### config.mk
export PLATFORM = sky130hd
export DESIGN_NAME = xfer_fifo
export DESIGN_NICKNAME = d
export VERILOG_FILES = /design/src/rtl/xfer_fifo_pkg.sv /design/src/rtl/xfer_fifo_store.sv /design/src/rtl/xfer_fifo_txlen.sv /design/src/rtl/xfer_fifo_wmark.sv /design/src/rtl/xfer_fifo.sv
export SDC_FILE = /design/constraint.sdc
export NUM_CORES = 1
export LEC_CHECK = 0
export BUFFER_PORTS_ARGS = -buffer_cell sky130_fd_sc_hd__buf_2
export CAP_MARGIN = 15
export CORE_AREA = 2 2 315 317
export CTS_BUF_LIST = sky130_fd_sc_hd__clkbuf_4
export DETAILED_ROUTE_END_ITERATION = 7
export DIE_AREA = 0 0 317 319
export PLACE_DENSITY_LB_ADDON = 0.12
export SLEW_MARGIN = 15
export SYNTH_ARGS = -nofsm -noshare
export SYNTH_HDL_FRONTEND = slang
export SYNTH_SLANG_ARGS = --single-unit
### constraint.sdc
create_clock -name clk -period 4.9 [get_ports clk]
set_input_delay 0.245 -clock clk [delete_from_list [all_inputs] [get_ports clk]]
set_output_delay 0.245 -clock clk [all_outputs]
set_load 0.01 [all_outputs]
### src/rtl/xfer_fifo_pkg.sv
`timescale 1ns/1ps
package xfer_fifo_pkg;

  // Watermark selection fields: high level in the upper pair, low level below.
  typedef struct packed {
    logic [1:0] hi_sel;
    logic [1:0] lo_sel;
  } wm_cfg_t;

  // Bytes remaining at or below which the transmit side asks for a refill.
  function automatic int unsigned drain_level(input logic [1:0] sel);
    return 32'd4 * (32'(sel) + 32'd1);
  endfunction

  // Bytes held at or above which the receive side asks for a drain.
  function automatic int unsigned fill_level(input int unsigned depth,
                                             input logic [1:0] sel);
    return depth + 32'd1 - (32'd4 << sel);
  endfunction

endpackage

### src/rtl/xfer_fifo_store.sv
`timescale 1ns/1ps
module xfer_fifo_store #(
  parameter int unsigned DEPTH = 127,
  parameter int unsigned DW    = 8,
  localparam int unsigned CW   = $clog2(DEPTH + 1),
  localparam int unsigned PW   = $clog2(DEPTH)
) (
  input  logic          clk,
  input  logic          rst_n,
  input  logic          clr,
  input  logic          push,
  input  logic [DW-1:0] pdata,
  input  logic          pop,
  output logic [DW-1:0] head,
  output logic [CW-1:0] count,
  output logic          full,
  output logic          empty
);
  logic [DW-1:0] mem [DEPTH];
  logic [PW-1:0] wptr_q, rptr_q;
  logic [CW-1:0] cnt_q;
  logic          push_ok, pop_ok;

  function automatic logic [PW-1:0] step(input logic [PW-1:0] p);
    return (p == PW'(DEPTH - 1)) ? '0 : p + PW'(1);
  endfunction

  assign full    = (cnt_q == CW'(DEPTH));
  assign empty   = (cnt_q == '0);
  assign push_ok = push && !full;
  assign pop_ok  = pop && !empty;

  always_ff @(posedge clk) begin
    if (push_ok) mem[wptr_q] <= pdata;
  end

  always_ff @(posedge clk or negedge rst_n) begin
    if (!rst_n) begin
      wptr_q <= '0;
      rptr_q <= '0;
      cnt_q  <= '0;
    end else if (clr) begin
      wptr_q <= '0;
      rptr_q <= '0;
      cnt_q  <= '0;
    end else begin
      if (push_ok) wptr_q <= step(wptr_q);
      if (pop_ok)  rptr_q <= step(rptr_q);
      case ({push_ok, pop_ok})
        2'b10:   cnt_q <= cnt_q + CW'(1);
        2'b01:   cnt_q <= cnt_q - CW'(1);
        default: cnt_q <= cnt_q;
      endcase
    end
  end

  assign head  = mem[rptr_q];
  assign count = cnt_q;
endmodule

### src/rtl/xfer_fifo_txlen.sv
`timescale 1ns/1ps
module xfer_fifo_txlen #(
  parameter int unsigned DW = 8,
  localparam int unsigned LW = DW + 4,
  localparam int unsigned SW = LW + 1
) (
  input  logic          clk,
  input  logic          rst_n,
  input  logic          clr,
  input  logic          len_we,
  input  logic          len_sel,
  input  logic [DW-1:0] len_data,
  input  logic          dir_rx,
  input  logic          fifo_empty,
  input  logic          tx_ready,
  output logic          tx_valid,
  output logic          tx_last,
  output logic [3:0]    tx_bits,
  output logic          tx_done,
  output logic          busy
);
  logic [DW-1:0] hi_q;
  logic [SW-1:0] total_q, sent_q;
  logic          armed_q, brk_q;
  logic [2:0]    nbits_q;
  logic          fire;

  assign fire = tx_valid && tx_ready;

  always_ff @(posedge clk or negedge rst_n) begin
    if (!rst_n) begin
      hi_q    <= '0;
      total_q <= '0;
      sent_q  <= '0;
      armed_q <= 1'b0;
      brk_q   <= 1'b0;
      nbits_q <= '0;
    end else if (clr) begin
      sent_q  <= '0;
      armed_q <= 1'b0;
    end else begin
      if (len_we && !len_sel) hi_q <= len_data;
      if (len_we && len_sel) begin
        // lower byte: [7:4] length low nibble, [3:1] bit count, [0] partial flag
        total_q <= SW'({hi_q, len_data[7:4]}) + SW'(len_data[0]);
        brk_q   <= len_data[0];
        nbits_q <= len_data[3:1];
        sent_q  <= '0;
        armed_q <= 1'b1;
      end else if (fire) begin
        sent_q <= sent_q + SW'(1);
      end
    end
  end

  assign tx_done  = armed_q && (sent_q == total_q);
  assign busy     = armed_q && !tx_done;
  assign tx_valid = busy && !dir_rx && !fifo_empty;
  assign tx_last  = ((sent_q + SW'(1)) == total_q);
  assign tx_bits  = (tx_last && brk_q) ? {1'b0, nbits_q} : 4'(DW);
endmodule

### src/rtl/xfer_fifo_wmark.sv
`timescale 1ns/1ps
module xfer_fifo_wmark
  import xfer_fifo_pkg::*;
#(
  parameter int unsigned DEPTH = 127,
  localparam int unsigned CW   = $clog2(DEPTH + 1)
) (
  input  logic          clk,
  input  logic          rst_n,
  input  logic          cfg_we,
  input  logic [3:0]    cfg_data,
  input  logic [CW-1:0] count,
  input  logic          dir_rx,
  input  logic          tx_pending,
  output logic          irq
);
  wm_cfg_t       cfg_q;
  logic [CW-1:0] lo_lvl, hi_lvl;

  // Not touched by flush: settings survive a FIFO reset.
  always_ff @(posedge clk or negedge rst_n) begin
    if (!rst_n)      cfg_q <= '0;
    else if (cfg_we) cfg_q <= wm_cfg_t'(cfg_data);
  end

  assign lo_lvl = CW'(drain_level(cfg_q.lo_sel));
  assign hi_lvl = CW'(fill_level(DEPTH, cfg_q.hi_sel));
  assign irq    = dir_rx ? (count >= hi_lvl) : (tx_pending && (count <= lo_lvl));
endmodule

### src/rtl/xfer_fifo.sv
`timescale 1ns/1ps
module xfer_fifo #(
  parameter int unsigned DEPTH = 127,
  parameter int unsigned DW    = 8,
  localparam int unsigned CW   = $clog2(DEPTH + 1)
) (
  input  logic          clk,
  input  logic          rst_n,
  input  logic          flush,
  input  logic          dir_rx,
  input  logic          hw_valid,
  input  logic [DW-1:0] hw_data,
  output logic          hw_ready,
  input  logic          hr_req,
  output logic [DW-1:0] hr_data,
  input  logic          rx_valid,
  input  logic [DW-1:0] rx_data,
  output logic          rx_ready,
  output logic          tx_valid,
  output logic [DW-1:0] tx_data,
  output logic          tx_last,
  output logic [3:0]    tx_bits,
  input  logic          tx_ready,
  output logic          tx_done,
  input  logic          len_we,
  input  logic          len_sel,
  input  logic [DW-1:0] len_data,
  input  logic          wm_we,
  input  logic [3:0]    wm_data,
  output logic [CW-1:0] fill_count,
  output logic          fifo_irq,
  output logic          ovf_flag,
  output logic          udf_flag
);
  logic          push, pop, full, empty, busy;
  logic [DW-1:0] pdata, head;
  logic          ovf_q, udf_q;

  assign push  = dir_rx ? rx_valid : hw_valid;
  assign pdata = dir_rx ? rx_data  : hw_data;
  assign pop   = dir_rx ? hr_req   : (tx_valid && tx_ready);

  xfer_fifo_store #(.DEPTH(DEPTH), .DW(DW)) u_store (
    .clk(clk), .rst_n(rst_n), .clr(flush),
    .push(push), .pdata(pdata), .pop(pop),
    .head(head), .count(fill_count), .full(full), .empty(empty)
  );

  xfer_fifo_txlen #(.DW(DW)) u_txlen (
    .clk(clk), .rst_n(rst_n), .clr(flush),
    .len_we(len_we), .len_sel(len_sel), .len_data(len_data),
    .dir_rx(dir_rx), .fifo_empty(empty), .tx_ready(tx_ready),
    .tx_valid(tx_valid), .tx_last(tx_last), .tx_bits(tx_bits),
    .tx_done(tx_done), .busy(busy)
  );

  xfer_fifo_wmark #(.DEPTH(DEPTH)) u_wmark (
    .clk(clk), .rst_n(rst_n), .cfg_we(wm_we), .cfg_data(wm_data),
    .count(fill_count), .dir_rx(dir_rx), .tx_pending(busy), .irq(fifo_irq)
  );

  always_ff @(posedge clk or negedge rst_n) begin
    if (!rst_n) begin
      ovf_q <= 1'b0;
      udf_q <= 1'b0;
    end else if (flush) begin
      ovf_q <= 1'b0;
      udf_q <= 1'b0;
    end else begin
      if (!dir_rx && hw_valid && full) ovf_q <= 1'b1;
      if (dir_rx && hr_req && empty)   udf_q <= 1'b1;
    end
  end

  assign hw_ready = !dir_rx && !full;
  assign rx_ready = dir_rx && !full;
  assign hr_data  = (dir_rx && !empty) ? head : '0;
  assign tx_data  = head;
  assign ovf_flag = ovf_q;
  assign udf_flag = udf_q;
endmodule

**Word-level counts from Yosys, hierarchy flattened**

Memories as Yosys holds them, arrays and structs flattened.
Cells that the tools add are included.

- Bits in registers: 66
- Bits in writable memories: 1016
- Input port bits: 39
- Output and inout port bits: 35
- Logic and storage cells: 91
- Memories kept: 1

- $add $sub $neg: 8
- Magnitude comparators: 2
- Equal/unequal tests: 7
- Shifts and indexed selects: 1
- Mux-type cells: 25
- Bitwise operators: 1
- Reduce and logical (&&, ||, !) cells: 33

Memory list:

| memory | depth | bits a word | rd ports | clocked after memory_dff | write ports | line | RTL |
|---|---|---|---|---|---|---|---|
| u_store.mem | 127 | 8 | 1 | 0 | 1 | xfer_fifo_store.sv:19 | `logic [DW-1:0] mem [DEPTH];` |

Operator list:

| operator | number |
|---|---|
| $mux W7 | 7 |
| $mux W13 | 3 |
| $eq A13 B13 Y1 | 2 |
| $add A7 B1 Y7 const B | 3 |
| $eq A7 B7 Y1 const B | 3 |
| $logic_and A1 B1 Y1 | 18 |
| $mux W8 | 2 |
| $pmux W7 S2 | 1 |
| $add A12 B1 Y13 | 1 |
| $add A13 B1 Y13 const B | 1 |
| $mux W1 | 11 |
| $reduce_bool A2 Y1 | 5 |
| $ge A7 B7 Y1 | 1 |
| $le A7 B7 Y1 | 1 |
| $logic_not A7 Y1 | 1 |
| $shl A3 B2 Y7 const A | 1 |
| $sub A1 B7 Y7 const A | 1 |
| $sub A7 B1 Y7 const B | 1 |
| $reduce_bool A3 Y1 | 2 |
| $logic_not A1 Y1 | 5 |
| $mux W4 | 1 |
| $reduce_and A2 Y1 | 2 |
| $add A2 B1 Y3 const B | 1 |
| $eq A2 B1 Y1 const B | 1 |
| 2 further kinds | 2 |

**Logic depth before layout (Yosys ltp)**

- Depth after elaboration: 12
- Depth in mapped cells: 16
- Mapped depth without buffers: 14

**Hierarchy**

A second synthesis with hierarchy kept.

- Cell total of the unflattened synthesis: 2416
- Area, all modules: 43870.8 µm²

By module, submodules not included:

| module | times used | cells an instance | area an instance (µm²) | seq. area each (µm²) |
|---|---|---|---|---|
| xfer_fifo_store | 1 | 2099 | 40889.2 | 31034.8 |
| xfer_fifo_txlen | 1 | 239 | 2277.2 | 975.9 |
| xfer_fifo_wmark | 1 | 46 | 405.4 | 100.1 |
| xfer_fifo | 1 | 32 | 299.0 | 50.0 |

**Worst setup path before layout**

No wires, ideal clock.

- Path kind: reg2reg
- Start: register u_store.cnt_q[1] (netlist: u_store.count[1])
- End: register u_store.cnt_q[6] (netlist: u_store.count[6])
- Setup time: 0.135 ns
- Arrival time: 3.674 ns
- Data required time: 4.765 ns
- Setup slack: 1.091 ns
- Stages on the path, launching flop included: 16
- Buffers on the path: 1
- Clock period less this slack: 3.809 ns
- Cells stage by stage: dfrtp_1 -> or4_4 -> or4_4 -> nand2_1 -> nor3b_1 -> clkbuf_1 -> o21ai_0 -> inv_1 -> ha_1 -> nor2b_1 -> o21ai_0 -> a21boi_0 -> o21a_1 -> nor4_1 -> o21ai_0 -> nor3b_1

- Cells in the longest elaborated chain, start to end: 9
- Elaborated cells between the ends (all ways): 16
- Classes of those cells: add/sub (2); eq/ne (3); mux (3); reduce/logical (8)

Ends and longest elaborated chain:

| element | line | RTL |
|---|---|---|
| start, declared | xfer_fifo_store.sv:21 | `logic [CW-1:0] cnt_q;` |
| start signal, assigned | xfer_fifo_store.sv:50 | `2'b10: cnt_q <= cnt_q + CW'(1);` |
| start signal, assigned | xfer_fifo_store.sv:51 | `2'b01: cnt_q <= cnt_q - CW'(1);` |
| start signal, assigned | xfer_fifo_store.sv:52 | `default: cnt_q <= cnt_q;` |
| $logic_not A7 Y1 | xfer_fifo_store.sv:29 | `assign empty = (cnt_q == '0);` |
| $logic_not A1 Y1 | xfer_fifo_store.sv:31, xfer_fifo_txlen.sv:58 |  |
| $logic_and A1 B1 Y1 | xfer_fifo_txlen.sv:58 | `assign tx_valid = busy && !dir_rx && !fifo_empty;` |
| $logic_and A1 B1 Y1 | xfer_fifo.sv:41 | `assign pop = dir_rx ? hr_req : (tx_valid && tx_ready);` |
| $mux W1 | xfer_fifo.sv:41 |  |
| $logic_and A1 B1 Y1 | xfer_fifo_store.sv:31 | `assign pop_ok = pop && !empty;` |
| $eq A2 B1 Y1 or $eq A2 B2 Y1 (tied branches) | xfer_fifo_store.sv:49 | `case ({push_ok, pop_ok})` |
| $pmux W7 S2 | xfer_fifo_store.sv:49 |  |
| $mux W7 | xfer_fifo_store.sv:42 | `end else if (clr) begin` |

Parallel ways exist; a longest one is shown, timed or not.
A chain may end at the register's enable or synchronous reset.

**Final worst setup path**

- Start: register u_store.rptr_q[0]
- End: output port hr_data[1]

- Cells in the longest elaborated chain, start to end: 2

Ends and longest elaborated chain:

| element | line | RTL |
|---|---|---|
| start, declared | xfer_fifo_store.sv:20 | `logic [PW-1:0] wptr_q, rptr_q;` |
| start signal, assigned | xfer_fifo_store.sv:48 | `if (pop_ok) rptr_q <= step(rptr_q);` |
| $mem_v2 Z127 W8 | n/a |  |
| $mux W8 | xfer_fifo.sv:77 | `assign hr_data = (dir_rx && !empty) ? head : '0;` |
| end, declared | xfer_fifo.sv:15 | `output logic [DW-1:0] hr_data,` |

Every way passes these cells.

==> results.md <==
- Status: finished, violations left
- Failing checks: setup timing
- Site Rows: 115
- Number of I/O pins: between 70 and 80
- Setup Total Neg Slack: -0.0991 ns
- Worst path required time: 4.66 ns
- Post-synthesis register bit count: between 1000 and 1500
- Share of cells above drive strength 1: 28.9%
- Cell area after synthesis: about 44000 sq um
- Die area: 101000 sq um
- Cells after Synth: 2421
- H-tree Lvls: 5
- Crit-path max FO: 10
- Top FF cell, synth: edfxtp_1
- PortBufs: between 70 and 80
- Minimum clock period: roughly 5.0 ns
- Critical path arrival: 4.75 ns
- Vias in the first global route: 25700
- Area growth syn-to-layout: 15.5%
- Number of max-cap violations: 0
- Inserted Clock Buffers: between 300 and 400
- Endpoints failing hold: 0
- Total power: between 20000 and 25000 uW
- Max Clk Rate: 200 MHz
- Slew Limit Fails: 0
- Crit start category: flop
- Root Buffer: clkbuf_4
- DIE WIDTH: around 320 um
- Critical-path top delay cell: a2111oi_0
- VDD IR max: 0.259 mV
- Actual slew at the worst max-slew pin: roughly 1.3 ns
- Total grt overflow: 0
- Overall Global Routing Usage: between 20% and 30%
- Pin count of the biggest net entering global routing: 89
- Tcrit/Tclk final: 102%
- 1st-iter DRT viols: 2253
- Final core occ: 51.7%
- Routability Congestion: between 0.8 and 0.9
- Netlist cell types: between 60 and 70
- Clk buf depth: 4
- Clock sink count: 1082
- DP Worst Slack: 0.748 ns
- Wirelength, routed: 121 mm
- Layout Nets: around 2900
- Most frequent cell after synthesis: edfxtp_1
- Ys Warns: 0
- Final setup viols: 1
- Critical path endpoint category: output pin
- DRT Pass-1 Iters: 6
- First-pass GRT wire length: roughly 180 mm
- Core box area: roughly 100000 sq um
- CTS tree: done
- Dpl hpwl: approximately 73 mm
- Synth top area share: a little over two thirds
- Top post-synthesis cells by area: edfxtp_1, mux4_2, mux2i_1, dfrtp_1, nor2_1
- Antenna violations before repair: 5
- Crit-path max cell delay: approximately 1.1 ns
- Most frequent cells after synthesis: edfxtp_1, nor2_1, mux2i_1
- Clock Latency Late Sink: around 1.2 ns
- Power per standard cell area: roughly 420 nW/um^2
- Seq/Total Area, Yosys: between 70% and 80%
- Leakage power: 0.0163 uW
- DRC viols: 0
- Antenna Nets Post-Route: 0
- Asr flop ratio synth: under 10%
- Synthesized area per cell: approximately 18 sq um
- Initial core utilization: between 40% and 50%
- Via count: 25000
- Setup WS post-layout: -0.0991 ns
- Drt wl/cell: approximately 28 um
- Slew margin rel.: 13.9%
- Syn_nets: approximately 2500
- Vias per inst: 5.81
- Post-synth EDFFs: roughly 1000
- Clock-pin slew on the worst setup and hold paths: ~0.070 ns
- Crit Path Class: reg2out
- Final Skew: approximately 0.089 ns
- Type of the tightest min-delay check: in2reg
- Crit-path cells: buf_4 > mux4_2 > mux2i_1 > nor2_1 > a2111oi_0 > o32ai_2 > o2111a_1 > and2_1 > buf_2
- Die Y: 319 um
- Synth area leader: edfxtp_1
[sequential cells by signal, indices dropped and copies added, names as in the netlist]
signal           count
u_txlen.sent_q      13
u_store.wptr_q       7
u_store.rptr_q       7
u_txlen.nbits_q      3
u_txlen.brk_q        1
udf_flag             1
ovf_flag             1
u_txlen.total_q     13
u_wmark.cfg_q        4
u_store.count        7
u_txlen.hi_q         8
u_txlen.armed_q      1
u_store.mem       1016
[final timing paths]
check / start / end / slack [ns] / cells after the start
setup reg to reg: u_store.count[1] / u_store.count[6] / 0.73 / 15
setup / recovery: u_store.rptr_q[0] / hr_data[1] / -0.1 / 9
hold reg to reg: u_txlen.nbits_q[0] / u_txlen.nbits_q[0] / 0.52 / 1
max in group asynchronous: rst_n / u_store.rptr_q[2] / 3.80 / 4
min in group asynchronous: rst_n / u_txlen.hi_q[5] / 0.40 / 4
hold / removal: rx_data[4] / u_store.mem[59][4] / 0.1 / 2
[critical path: cells and delay by family, from the launching register on]
| kind | cells | cell delay (ns) |
|---|---|---|
| AND/OR/NAND/NOR | 2 | 0.26 |
| buffers and inverters | 2 | 0.34 |
| AO/OA/AOI/OAI | 3 | 1.68 |
| multiplexers | 2 | 0.67 |
| flip-flops | 1 | 0.62 |
[cell type report]
| class | count | area (sq um) |
|---|---|---|
| repair buffers | 244 | 2040 |
| fillers | 8046 | 47200 |
| inverters | 22 | 82.6 |
| well taps | 1287 | 1610 |
| clock buffers | 426 | 3200 |
| multi-input cells | 1186 | 11000 |
| diodes | 3 | 7.51 |
| clock inverters | 59 | 369 |
| flip-flops and latches | 1082 | 32200 |
[through the flow]
step | cells | hold slack, ns | area, sq um
floorplan | 2421 | -0.0506 | 43700
global placement | 3741 | 0.474 | 46000
detailed placement | 3741 | 0.488 | 46000
CTS | 4302 | 0.0159 | 50400
global route | 4309 | 0.0416 | 50500
finish | 4309 | 0.0950 | 50500
[routing by layer]
| metal | routed length (um) | global-route usage [%] |
|---|---|---|
| met5 | 0 | 0 |
| met4 | 3240 | 8.45 |
| met3 | 8810 | 5.35 |
| met2 | 57300 | 37.5 |
| met1 | 52100 | 34.4 |
[cell families (layout without fill, tap and decap cells)]
kind of cell,after synthesis,after routing,share of synthesized area (%)
flip-flops,1082,1082,73.5
AND/OR/NAND/NOR,448,448,4.67
multiplexers,404,404,14.6
AO/OA/AOI/OAI,265,265,4.15
buffers and inverters,153,751,1.48
XOR/XNOR,47,47,0.958
adder cells (fa/ha/maj),22,22,0.647
other,0,3,0
[cells in the final DEF, fill, tap and decap left out, types with 14 or more instances in the layout]
cell	count
a211oi_1	21
a21oi_1	43
a22oi_1	30
buf_2	73
buf_4	88
clkbuf_4	426
clkinv_1	41
dfrtp_1	62
dlygate4sd3_1	66
edfxtp_1	1016
ha_1	21
inv_1	22
mux2_2	28
mux2i_1	186
mux4_2	182
nand2_1	98
nand3_1	32
nand4_1	16
nor2_1	197
nor3_1	14
o21ai_0	54
o221ai_1	15
o22ai_1	22
xnor2_1	23
xor2_1	23
[power by group]
part           leakage (uW)  switching [uW]  internal [uW]
Sequential          0.00999             131          10300
Combinational       0.00415            1770           1390
Clock               0.00215            3600           4220
[timing repair]
action / CTS / global route
endpoints found under the hold margin: 361 / 16
setup endpoints to repair: 16 / 6
resized for setup: 6 / 6
setup buffers: 9 / 0
hold buffers: 67 / 3
gates cloned: 0 / 0
No activity file was read; power rests on OpenSTA's default activity.
